===== config.mk =====
export PLATFORM = sky130hd
export DESIGN_NAME = tmr_pwm_bank
export DESIGN_NICKNAME = d
export VERILOG_FILES = /design/src/rtl/tmr_pwm_bank.sv
export SDC_FILE = /design/constraint.sdc
export NUM_CORES = 1
export LEC_CHECK = 0
export BUFFER_PORTS_ARGS = -buffer_cell sky130_fd_sc_hd__buf_2
export CAP_MARGIN = 20
export CORE_MARGIN = 3
export CORE_UTILIZATION = 40
export CTS_BUF_LIST = sky130_fd_sc_hd__clkbuf_16
export DETAILED_ROUTE_END_ITERATION = 8
export PLACE_DENSITY = 0.62
export SKIP_LAST_GASP = 1
export SLEW_MARGIN = 20
export SYNTH_ARGS = -nofsm -noshare
export SYNTH_HDL_FRONTEND = slang
export SYNTH_SLANG_ARGS = --single-unit
export TNS_END_PERCENT = 20

===== constraint.sdc =====
create_clock -name clk -period 3.3 [get_ports clk]
set_input_delay 0.66 -clock clk [delete_from_list [all_inputs] [get_ports clk]]
set_output_delay 0.66 -clock clk [all_outputs]
set_load 0.01 [all_outputs]

===== src/rtl/tmr_pwm_bank.sv =====
module tmr_pwm_bank #(
  parameter int NCH = 4,
  parameter int CW = 32,
  parameter int AW = 8,
  parameter logic [31:0] VERSION = 32'h0001_0203
) (
  input  logic            clk,
  input  logic            rst_n,
  input  logic            bus_we,
  input  logic [AW-1:0]   bus_addr,
  input  logic [31:0]     bus_wdata,
  output logic [31:0]     bus_rdata,
  output logic [NCH-1:0]  pwm_out,
  output logic [NCH-1:0]  irq
);
  localparam int STRIDE  = 'h14;
  localparam int O_LD    = 'h00;
  localparam int O_CUR   = 'h04;
  localparam int O_CTL   = 'h08;
  localparam int O_CLR   = 'h0C;
  localparam int O_STS   = 'h10;
  localparam int VER_A   = 'hAC;
  localparam int HI_BASE = 'hB0;
  localparam int HI_STEP = 'h04;

  logic [NCH-1:0][CW-1:0] ld1_a, ld2_a, cnt_a;
  logic [NCH-1:0][3:0]    ctl_a;
  logic [NCH-1:0]         sts_a;
  logic [NCH-1:0]         en_vec;

  for (genvar g = 0; g < NCH; g++) begin : g_ch
    localparam logic [AW-1:0] A_LD  = AW'(g*STRIDE + O_LD);
    localparam logic [AW-1:0] A_CTL = AW'(g*STRIDE + O_CTL);
    localparam logic [AW-1:0] A_CLR = AW'(g*STRIDE + O_CLR);
    localparam logic [AW-1:0] A_HI  = AW'(HI_BASE + g*HI_STEP);

    logic [CW-1:0] ld1, ld2, cnt;
    logic [3:0]    ctl;
    logic          hi, sts;

    wire wr_ctl = bus_we && bus_addr == A_CTL;
    wire start  = wr_ctl && bus_wdata[0] && !ctl[0];
    wire stop   = wr_ctl && !bus_wdata[0];
    wire run    = ctl[0] && !stop;
    wire expire = run && cnt <= CW'(1);
    wire pend   = expire && (!ctl[3] || hi);

    always_ff @(posedge clk) begin
      if (!rst_n) begin
        ld1 <= '0;
        ld2 <= '0;
        cnt <= '0;
        ctl <= '0;
        hi  <= 1'b0;
        sts <= 1'b0;
      end else begin
        if (bus_we && bus_addr == A_LD) ld1 <= bus_wdata[CW-1:0];
        if (bus_we && bus_addr == A_HI) ld2 <= bus_wdata[CW-1:0];
        if (wr_ctl) ctl <= bus_wdata[3:0];
        if (pend) sts <= 1'b1;
        else if (bus_we && bus_addr == A_CLR) sts <= 1'b0;
        if (start) begin
          cnt <= (bus_wdata[3] || bus_wdata[1]) ? ld1 : '1;
          hi  <= 1'b0;
        end else if (stop) begin
          hi  <= 1'b0;
        end else if (run) begin
          if (!expire) cnt <= cnt - CW'(1);
          else if (ctl[3]) begin
            cnt <= hi ? ld1 : ld2;
            hi  <= !hi;
          end else cnt <= ctl[1] ? ld1 : '1;
        end
      end
    end

    assign ld1_a[g]   = ld1;
    assign ld2_a[g]   = ld2;
    assign cnt_a[g]   = cnt;
    assign ctl_a[g]   = ctl;
    assign sts_a[g]   = sts;
    assign en_vec[g]  = ctl[0];
    assign pwm_out[g] = ctl[0] && ctl[3] && hi;
    assign irq[g]     = sts && !ctl[2];
  end

  always_comb begin
    bus_rdata = '0;
    if (bus_addr == AW'(VER_A)) bus_rdata = VERSION;
    for (int k = 0; k < NCH; k++) begin
      if (bus_addr == AW'(k*STRIDE + O_LD))  bus_rdata[CW-1:0] = ld1_a[k];
      if (bus_addr == AW'(k*STRIDE + O_CUR)) bus_rdata[CW-1:0] = cnt_a[k];
      if (bus_addr == AW'(k*STRIDE + O_CTL)) bus_rdata[3:0]    = ctl_a[k];
      if (bus_addr == AW'(k*STRIDE + O_STS)) bus_rdata[0]      = sts_a[k];
      if (bus_addr == AW'(HI_BASE + k*HI_STEP)) bus_rdata[CW-1:0] = ld2_a[k];
    end
  end
endmodule


=== Word level (Yosys, flattened, before mapping) ===
Cells that the tools add are included.
W data, S select, Z words.

* Register bits after elaboration: 408
* Bits in latches: 0
* RAM bits: 0
* Bits in read-only memories: 0
* Bits of input ports: 43
* Output and inout bits: 40
* Word-level logic and storage cells: 221
* Memories: 0

* Add/sub/neg operators: 4
* Multiply operators: 0
* Div/mod/pow operators: 0
* $lt $le $gt $ge: 4
* Equality and inequality tests: 28
* Shift-type cells: 0
* Muxes and demuxes: 61
* Bitwise logic cells: 1
* Reductions and logical operators: 99

{| class="wikitable"
|+ Operators by type and width
! kind !! count
|-
| $mux W32 || 44
|-
| $le A32 B1 Y1 const B || 4
|-
| $sub A32 B1 Y32 const B || 4
|-
| $eq A8 B6 Y1 const B || 8
|-
| $logic_and A1 B1 Y1 || 52
|-
| $eq A8 B8 Y1 const B || 5
|-
| $eq A8 B5 Y1 const B || 4
|-
| $eq A8 B7 Y1 const B || 4
|-
| $logic_not A1 Y1 || 21
|-
| $mux W17 || 1
|-
| $eq A8 B4 Y1 const B || 2
|-
| $mux W4 || 4
|-
| $reduce_bool A2 Y1 || 8
|-
| $mux W1 || 12
|-
| $reduce_and A3 Y1 || 4
|-
| $reduce_or A3 Y1 || 4
|-
| $eq A8 B3 Y1 const B || 1
|-
| $logic_not A8 Y1 || 1
|-
| $ne A2 B2 Y1 const B || 4
|-
| $reduce_and A2 Y1 || 4
|-
| $logic_or A1 B1 Y1 || 5
|-
| $not A1 Y1 || 1
|}

=== Longest topological paths before layout ===
Gate-level depths: netlist of run 1.

* Depth after elaboration: 22
* Gate-level depth with buffers: 11
* Depth with buffers taken out: 9

=== Least setup slack after synthesis of run 1 ===
Ideal clock, no wire load.

* Kind: input port to output port
* Start point: input port bus_addr[1]
* End point: output port bus_rdata[28]
* Arrival time: 2,867 ps
* Setup slack: -227 ps
* Stages on the path: 10
* Path buffers: 4
* Cell sequence: clkbuf_1 -> or4b_2 -> clkbuf_1 -> nor2_1 -> buf_2 -> clkbuf_1 -> a22oi_1 -> a32oi_1 -> a211oi_1 -> o22ai_1

* Longest elaborated chain between the ends: 13
* Elaborated cells between the ends (all ways): 24
* Classes of those cells: 11 x eq/ne; 12 x mux; 1 x reduce/logical

{| class="wikitable"
|+ RTL lines
! what !! line !! source
|-
| start: declaration || 10 || <nowiki>input logic [AW-1:0] bus_addr,</nowiki>
|-
| $logic_not A8 Y1 || 91 || <nowiki>if (bus_addr == AW'(k*STRIDE + O_LD)) bus_rdata[CW-1:0] = ld1_a[k];</nowiki>
|-
| $mux W32 || 91 ||
|-
| $mux W32 || 92 || <nowiki>if (bus_addr == AW'(k*STRIDE + O_CUR)) bus_rdata[CW-1:0] = cnt_a[k];</nowiki>
|-
| $mux W32 || 95 || <nowiki>if (bus_addr == AW'(HI_BASE + k*HI_STEP)) bus_rdata[CW-1:0] = ld2_a[k];</nowiki>
|-
| $mux W32 || 91 ||
|-
| $mux W32 || 92 ||
|-
| $mux W32 || 95 ||
|-
| $mux W32 || 91 ||
|-
| $mux W32 || 92 ||
|-
| $mux W32 || 95 ||
|-
| $mux W32 || 91 ||
|-
| $mux W32 || 92 ||
|-
| $mux W32 * || 95 ||
|-
| end: declaration || 12 || <nowiki>output logic [31:0] bus_rdata,</nowiki>
|}

Every way passes the cells marked *; elsewhere a longest branch is shown, timed or not.

=== Worst setup path after layout of run 1 ===
* Start point: input port bus_addr[3]
* End point: output port bus_rdata[15]

Same word-level chain as after synthesis.

==> results of run 1 <==
-- stage by stage --
stage,instances,util
2_1_floorplan,3186,-
6_report,4252,0.519
3_5_place_dp,4130,0.470
4_1_cts,4242,0.514
5_1_grt,4252,0.519
3_3_place_gp,4130,0.470
-- per-layer routing --
layer | part of all wire | GRT usage | up-vias | routed length [um]
li1 | - | - | 12100 | -
met1 | 0.41 | 0.559 | 13300 | 50100
met2 | 0.40 | 0.554 | 2001 | 49400
met3 | 0.14 | 0.104 | 300 | 16800
met4 | 0.056 | 0.190 | 2 | 6890
met5 | 0.00011 | 0 | - | 13
-- layout make-up --
class                           count  area, um2
Fill cell                        5461      27300
Clock inverter                     37        357
Multi-Input combinational cell   2469      14300
Timing Repair Buffer              517       4350
Inverter                           17       71.3
Sequential cell                   408       8170
Tap cell                          756        946
Clock buffer                       48       1200
-- report_power, final --
group	internal [mW]	total [mW]	switching (mW)
logic	0.248	0.781	0.533
registers	4.93	4.95	0.0145
clock network	3.12	5.46	2.34
-- Yosys cell counts (all sizes together), types with 21 or more instances --
cell,count,area [um2]
clkbuf,260,1010
nor2,236,886
mux2,25,282
xnor2,43,377
o22ai,105,657
mux2i,37,370
nand2,738,2770
nor3,67,355
a31oi,50,313
nand3,41,205
a22oi,64,480
o221ai,71,622
xor2,38,333
buf,32,148
or4,30,248
nor4,35,310
a211oi,21,158
dfxtp,408,8170
a21oi,385,1930
o21ai,188,945
a221oi,22,193
-- repair_timing --
| action | CTS | global route |
|---|---|---|
| hold endpoints to repair | 0 | 0 |
| pin swaps | 55 | 32 |
| gates resized for setup | 167 | 40 |
| cloned | 4 | 1 |
| endpoints found under the setup margin | 32 | 32 |
| setup buffers | 25 | 8 |
-- worst register-to-register path, delay by kind of cell (launching register included) --
kind                   cells  cell delay [ps]
DFF                        1              320
AOI/OAI and AO/OA          3              520
and+or+nand+nor            4             1780
buffers and inverters      2              380
-- logic make-up (layout without fill, tap and decap cells) --
kind of cell	after synthesis	count (layout)	synth area share
adders and majority gates	8	8	0.00434
buffers and inverters	309	619	0.0529
AOI/OAI and AO/OA	1064	1064	0.290
and+or+nand+nor	1254	1254	0.240
DFF	408	408	0.354
muxes	62	62	0.0283
xor gates and xnor gates	81	81	0.0308
-- path summary, 6_finish.rpt --
check	startpoint	end	slack [ps]	cells past startpoint
worst max-delay path	bus_addr[3]	bus_rdata[15]	-250	12
worst min-delay path	bus_wdata[19]	g_ch[0].ld2[19]$_SDFFE_PN0P_	430	3
worst max register to register	g_ch[1].cnt[24]$_SDFFE_PN0P_	g_ch[1].cnt[31]$_SDFFE_PN0P_	180	9
worst min register to register	g_ch[3].ld2[24]$_SDFFE_PN0P_	g_ch[3].ld2[24]$_SDFFE_PN0P_	480	2
-- registers in the layout, indices dropped and copies added (netlist names) --
name,cells
g_ch.sts,4
g_ch.ld2,128
g_ch.cnt,128
g_ch.ctl,16
g_ch.hi,4
g_ch.ld1,128
==> summary.md, run 1 <==
| Metric | Value |
|---|---|
| Outcome | `finished with violations` |
| Violated checks | `setup timing` |
| Routability cong. | `1.09` |
| Yosys warns | `0` |
| Overall Power | `11.2 mW` |
| Setup TNS | `-4920 ps` |
| Die area | `60600 um2` |
| Pre-antenna DRT Iters | `8` |
| Vias in the first global route | `25100` |
| Total track usage | `0.396` |
| Tmin final | `3550 ps` |
| CTS Buffer Depth | `3` |
| PnR worst setup slack | `-247 ps` |
| Starting Density | `0.407` |
| Mapped Avg Cell Area | `7.24 um2` |
| Fmax | `0.282 GHz` |
| Layout cell share with drive strength beyond 1 | `0.214` |
| Mapped Area | `23100 um2` |
| Critical path, cell by cell | `buf_6, buf_6, buf_8, nor3b_4, nand2_2, nor2_4, buf_12, a222oi_1, buf_4, a21oi_1, a221o_1, buf_2` |
| Placement Cell Area | `26600 um2` |
| Skew final | `29.7 ps` |
| CP Launch Type | `primary input` |
| WL final | `123 mm` |
| Pre-CTS WS | `-674 ps` |
| Clock Pin Slew Worst Setup and Hold Paths | `60 ps` |
| Post-synth EDFFs | `0` |
| Initial antenna violation count | `1` |
| Max Cap Violations | `0` |
| Slowest stage cell, crit path | `a222oi_1` |
| Final #Nets | `3512` |
| Antenna-violating nets left | `0` |
| CP Buf/Inv Count | `6` |
| Crit path top cell by count | `buf_6` |
| Vias per std cell | `6.52` |
| First-pass GRT wire length | `177 mm` |
| CTS Hold Buffers Added | `0` |
| Crit path required time | `2640 ps` |
| Leakage | `11.2 nW` |
| Clock tree root driver cell | `clkbuf_16` |
| CP delay by family, top | `compound AO/OA/AOI/OAI gates` |
| Die Width | `246 um` |
| Top FF cell, synth | `dfxtp_1` |
| Site Rows | `87` |
| Total congestion overflow | `0` |
| Finished Cell Area | `29400 um2` |
| Final Hold Viols | `0` |
| Finish-stage setup viols | `32` |
| Most frequent cells in the layout | `735 x nand2_1, 407 x dfxtp_1, 376 x a21oi_1` |
| Ports | `83` |
| Initial DRC count | `4359` |
| Setup crit end kind | `output pin` |
| IO Port Bufs | `82` |
| Largest net degree at the start of global routing | `122` |
| Hold/Removal Path Class | `in2reg` |
| Num CTS Buffers | `48` |
| WHS | `434 ps` |
| Peak VDD IR | `399 uV` |
| Period utilization | `1.07` |
| Synthesis-to-layout area growth | `27.7%` |
| Detailed placement HPWL | `90.5 mm` |
| WS Path Type | `in2out` |
| Clk Latency, worst-skew pair | `620 ps` |
| Slew Limit Fails | `0` |
| Worst Max-Slew Pin Slew | `844 ps` |
| Yosys reg bits | `408` |
| Via Count | `27700` |
| Yosys cell types | `76` |
| Worst Path Arrival | `2890 ps` |
| RSZ-0062 raised after global routing | `true` |
| Register area share after synthesis | `0.354` |
| DR WL/cell | `29.0 um` |
| Mapped Nets | `3237` |
| CP peak stage delay | `590 ps` |
| Rel. slew slack | `0.436` |
| CTS tree | `built` |
| Die height | `246 um` |
| Diodes inserted | `0` |
| CTS H-tree lvls | `2` |
| # DRC | `0` |
| CORE AREA | `56700 um2` |
| Commonest non-fill, non-tap cell in the layout | `nand2_1` |
| Cell count after synthesis | `3186` |
| Worst Path Max Fanout | `11` |
| Clk sinks | `408` |
| Pwr dens | `380 nW/um2` |
| Ys async rst share | `0` |
Power figures use the tool's default switching activity.
==> run 2: changes to the inputs <==
Settings changed: SETUP_SLACK_MARGIN from default to 0.05.
==> run 2 against run 1 <==
Net effect:
- the flow still finishes with violations (setup timing)
- via count decreased by 0.99%
- die area stayed put
- sequential share of layout area increased by 0.88 points
- global-route usage decreased by 0.31 points
- wire length fell by 0.53%
- non-clock buffer count decreased by 45
- clock-buffer cell count unchanged
- utilization decreased by 1.6 points
- sequential power about the same
- first-iteration DRC count grew 5.5%
- worst setup slack got worse by 310 ps
- hold slack improved by 7.1 ps
- largest cell class unchanged
==> summary.md, run 2 (synthesis results as in run 1) <==
| Metric | Value |
|---|---|
| WHS | `441 ps (was 434 ps)` |
| Slew Limit Fails | `0 (unchanged)` |
| First-pass GRT wire length | `176 mm (was 177 mm)` |
| CTS Hold Buffers Added | `0 (unchanged)` |
| Slowest stage cell, crit path | `a222oi_1 (unchanged)` |
| Finish-stage setup viols | `32 (unchanged)` |
| Max Cap Violations | `0 (unchanged)` |
| CP Launch Type | `primary input (unchanged)` |
| Fill count | `5568 (was 5461)` |
| Skew final | `28.0 ps (was 29.7 ps)` |
| CTS tree | `built (unchanged)` |
| Clock Pin Slew Worst Setup and Hold Paths | `60 ps (about the same)` |
| Final #Nets | `3466 (was 3512)` |
| Finished Cell Area | `28500 um2 (was 29400 um2)` |
| Total track usage | `0.393 (was 0.396)` |
| Num CTS Buffers | `47 (was 48)` |
| Pre-antenna DRT Iters | `7 (was 8)` |
| RSZ-0062 raised after global routing | `true (unchanged)` |
| WHS Endpoint | `g_ch[3].ld2[18]$_SDFFE_PN0P_ (was g_ch[0].ld2[19]$_SDFFE_PN0P_)` |
| Initial antenna violation count | `3 (was 1)` |
| Layout Cells excl Fill | `4208 (was 4252)` |
| Vias in the first global route | `24900 (was 25100)` |
| Outcome | `finished with violations (unchanged)` |
| WS Path Type | `in2out (unchanged)` |
| Crit path required time | `2640 ps (about the same)` |
| Worst Max-Slew Pin Slew | `1060 ps (was 844 ps)` |
| Clk sinks | `408 (unchanged)` |
| Critical path, cell by cell | `buf_8, buf_6, buf_6, nor3b_4, nand2_2, nor2_4, buf_4, buf_4, a222oi_1, a21oi_1, a221o_1, buf_2 (was buf_6, buf_6, buf_8, nor3b_4, nand2_2, nor2_4, buf_12, a222oi_1, buf_4, a21oi_1, a221o_1, buf_2)` |
| Layout cell share with drive strength beyond 1 | `0.191 (was 0.214)` |
| Worst Path Max Fanout | `6 (was 11)` |
| CTS H-tree lvls | `2 (unchanged)` |
| Violated checks | `setup timing (unchanged)` |
| Final core occ | `0.503 (was 0.519)` |
| WL final | `123 mm (about the same)` |
| Final Hold Viols | `0 (unchanged)` |
| Setup crit end kind | `output pin (unchanged)` |
| Cells after DPL | `4102 (was 4130)` |
| DR WL/cell | `29.1 um (was 29.0 um)` |
| FF-to-FF Start | `g_ch[1].cnt[24]$_SDFFE_PN0P_ (unchanged)` |
| Initial DRC count | `4600 (was 4359)` |
| # DRC | `0 (unchanged)` |
| Worst R2R End | `g_ch[1].cnt[17]$_SDFFE_PN0P_ (was g_ch[1].cnt[31]$_SDFFE_PN0P_)` |
| Largest net degree at the start of global routing | `112 (was 122)` |
| Routability cong. | `1.11 (was 1.09)` |
| Reg2reg path depth | `8 (was 9)` |
| CORE AREA | `56700 um2 (unchanged)` |
| Antenna-violating nets left | `0 (unchanged)` |
| Die height | `246 um (unchanged)` |
| Period utilization | `1.17 (was 1.07)` |
| Worst Path Arrival | `3200 ps (was 2890 ps)` |
| Tmin final | `3860 ps (was 3550 ps)` |
| Clock tree root driver cell | `clkbuf_16 (unchanged)` |
| Pre-CTS WS | `-584 ps (was -674 ps)` |
| Fmax | `0.259 GHz (was 0.282 GHz)` |
| Pwr dens | `394 nW/um2 (was 380 nW/um2)` |
| Ports | `83 (unchanged)` |
| Peak VDD IR | `341 uV (was 399 uV)` |
| Synthesis-to-layout area growth | `23.7% (was 27.7%)` |
| Rel. slew slack | `0.295 (was 0.436)` |
| CP peak stage delay | `770 ps (was 590 ps)` |
| Starting Density | `0.407 (unchanged)` |
| Detailed placement HPWL | `90.2 mm (was 90.5 mm)` |
| Commonest non-fill, non-tap cell in the layout | `nand2_1 (unchanged)` |
| PnR worst setup slack | `-557 ps (was -247 ps)` |
| Hold/Removal Path Class | `in2reg (unchanged)` |
| IO Port Bufs | `82 (unchanged)` |
| Die Width | `246 um (unchanged)` |
| CTS Buffer Depth | `3 (unchanged)` |
| Most frequent cells in the layout | `737 x nand2_1, 407 x dfxtp_1, 382 x a21oi_1 (was 735 x nand2_1, 407 x dfxtp_1, 376 x a21oi_1)` |
| Leakage | `10.9 nW (was 11.2 nW)` |
| Die area | `60600 um2 (unchanged)` |
| Hold Crit Start | `bus_wdata[18] (was bus_wdata[19])` |
| Via Count | `27400 (was 27700)` |
| Total congestion overflow | `0 (unchanged)` |
| Clk Latency, worst-skew pair | `610 ps (was 620 ps)` |
| Biggest regs | `g_ch.cnt (128), g_ch.ld1 (128), g_ch.ld2 (128) (unchanged)` |
| Vias per std cell | `6.52 (about the same)` |
| Hold depth | `3 (unchanged)` |
| Placement Cell Area | `26400 um2 (was 26600 um2)` |
| R2r setup slk | `210 ps (was 180 ps)` |
| Site Rows | `87 (unchanged)` |
[run 2: cell types whose count changed in the layout (fill, tap and decap cells not counted), moves of 5 or more]
cell,delta
buf_6,-28
buf_12,-10
nor2_1,+9
clkinv_1,+7
a21oi_1,+6
buf_4,-6
inv_1,-5
nor2_2,-5
[run 2: worst max-delay path, delay by kind of cell]
family / cells / cell delay, ps
AOI/OAI and AO/OA: 3 / 1380
buffers and inverters: 6 / 790
and+or+nand+nor: 3 / 380
[run 2: cell type report]
| type | count | area [um2] | share of cell area |
|---|---|---|---|
| antenna | 1 | 2.50 | 0.0000877 |
| timing repair buffer | 472 | 3720 | 0.130 |
| multi-input combinational | 2469 | 14000 | 0.492 |
| inverter | 17 | 71.3 | 0.00250 |
| clock inverter | 37 | 380 | 0.0133 |
| clock buffer | 48 | 1200 | 0.0421 |
| tap | 756 | 946 | 0.0332 |
| sequential | 408 | 8170 | 0.286 |
[run 2: what timing repair did]
action,in CTS,in global routing
pin swaps,20,10
endpoints found under the setup margin,32,32
endpoints found under the hold margin,0,0
setup buffers,13,5
cloned,1,1
gates resized for setup,70,19
[run 2: metal layers]
metal | track usage | routed length, um
met2 | 0.544 | 48600
met3 | 0.116 | 17100
met1 | 0.553 | 49900
met5 | 0 | 28
met4 | 0.185 | 6840
[run 2: through the flow]
step | power (mW) | TNS (ps)
after floorplan | 5.39 | 0
after global placement | 5.73 | -15860
after detailed placement | 5.73 | -16940
after CTS | 11.2 | -6550
after global routing | 11.5 | -10580
final | 11.2 | -9490
[run 2: how the worst max path moves through the flow]
stage               slack (ps)   startpoint  depth (start not counted)             to
detailed placement        -580  bus_addr[3]                         11  bus_rdata[23]
global placement          -700  bus_addr[5]                          9   bus_rdata[0]
global route              -510  bus_addr[3]                         11  bus_rdata[23]
floorplan                   20  bus_addr[1]                          8   bus_rdata[3]
finish                    -560  bus_addr[3]                         12   bus_rdata[4]
CTS                       -280  bus_addr[3]                         11  bus_rdata[23]
[run 2: where the power goes]
part | switching, mW | internal (mW) | total [mW]
Sequential | 0.0151 | 4.93 | 4.95
Clock | 2.30 | 3.26 | 5.55
Combinational | 0.517 | 0.227 | 0.744
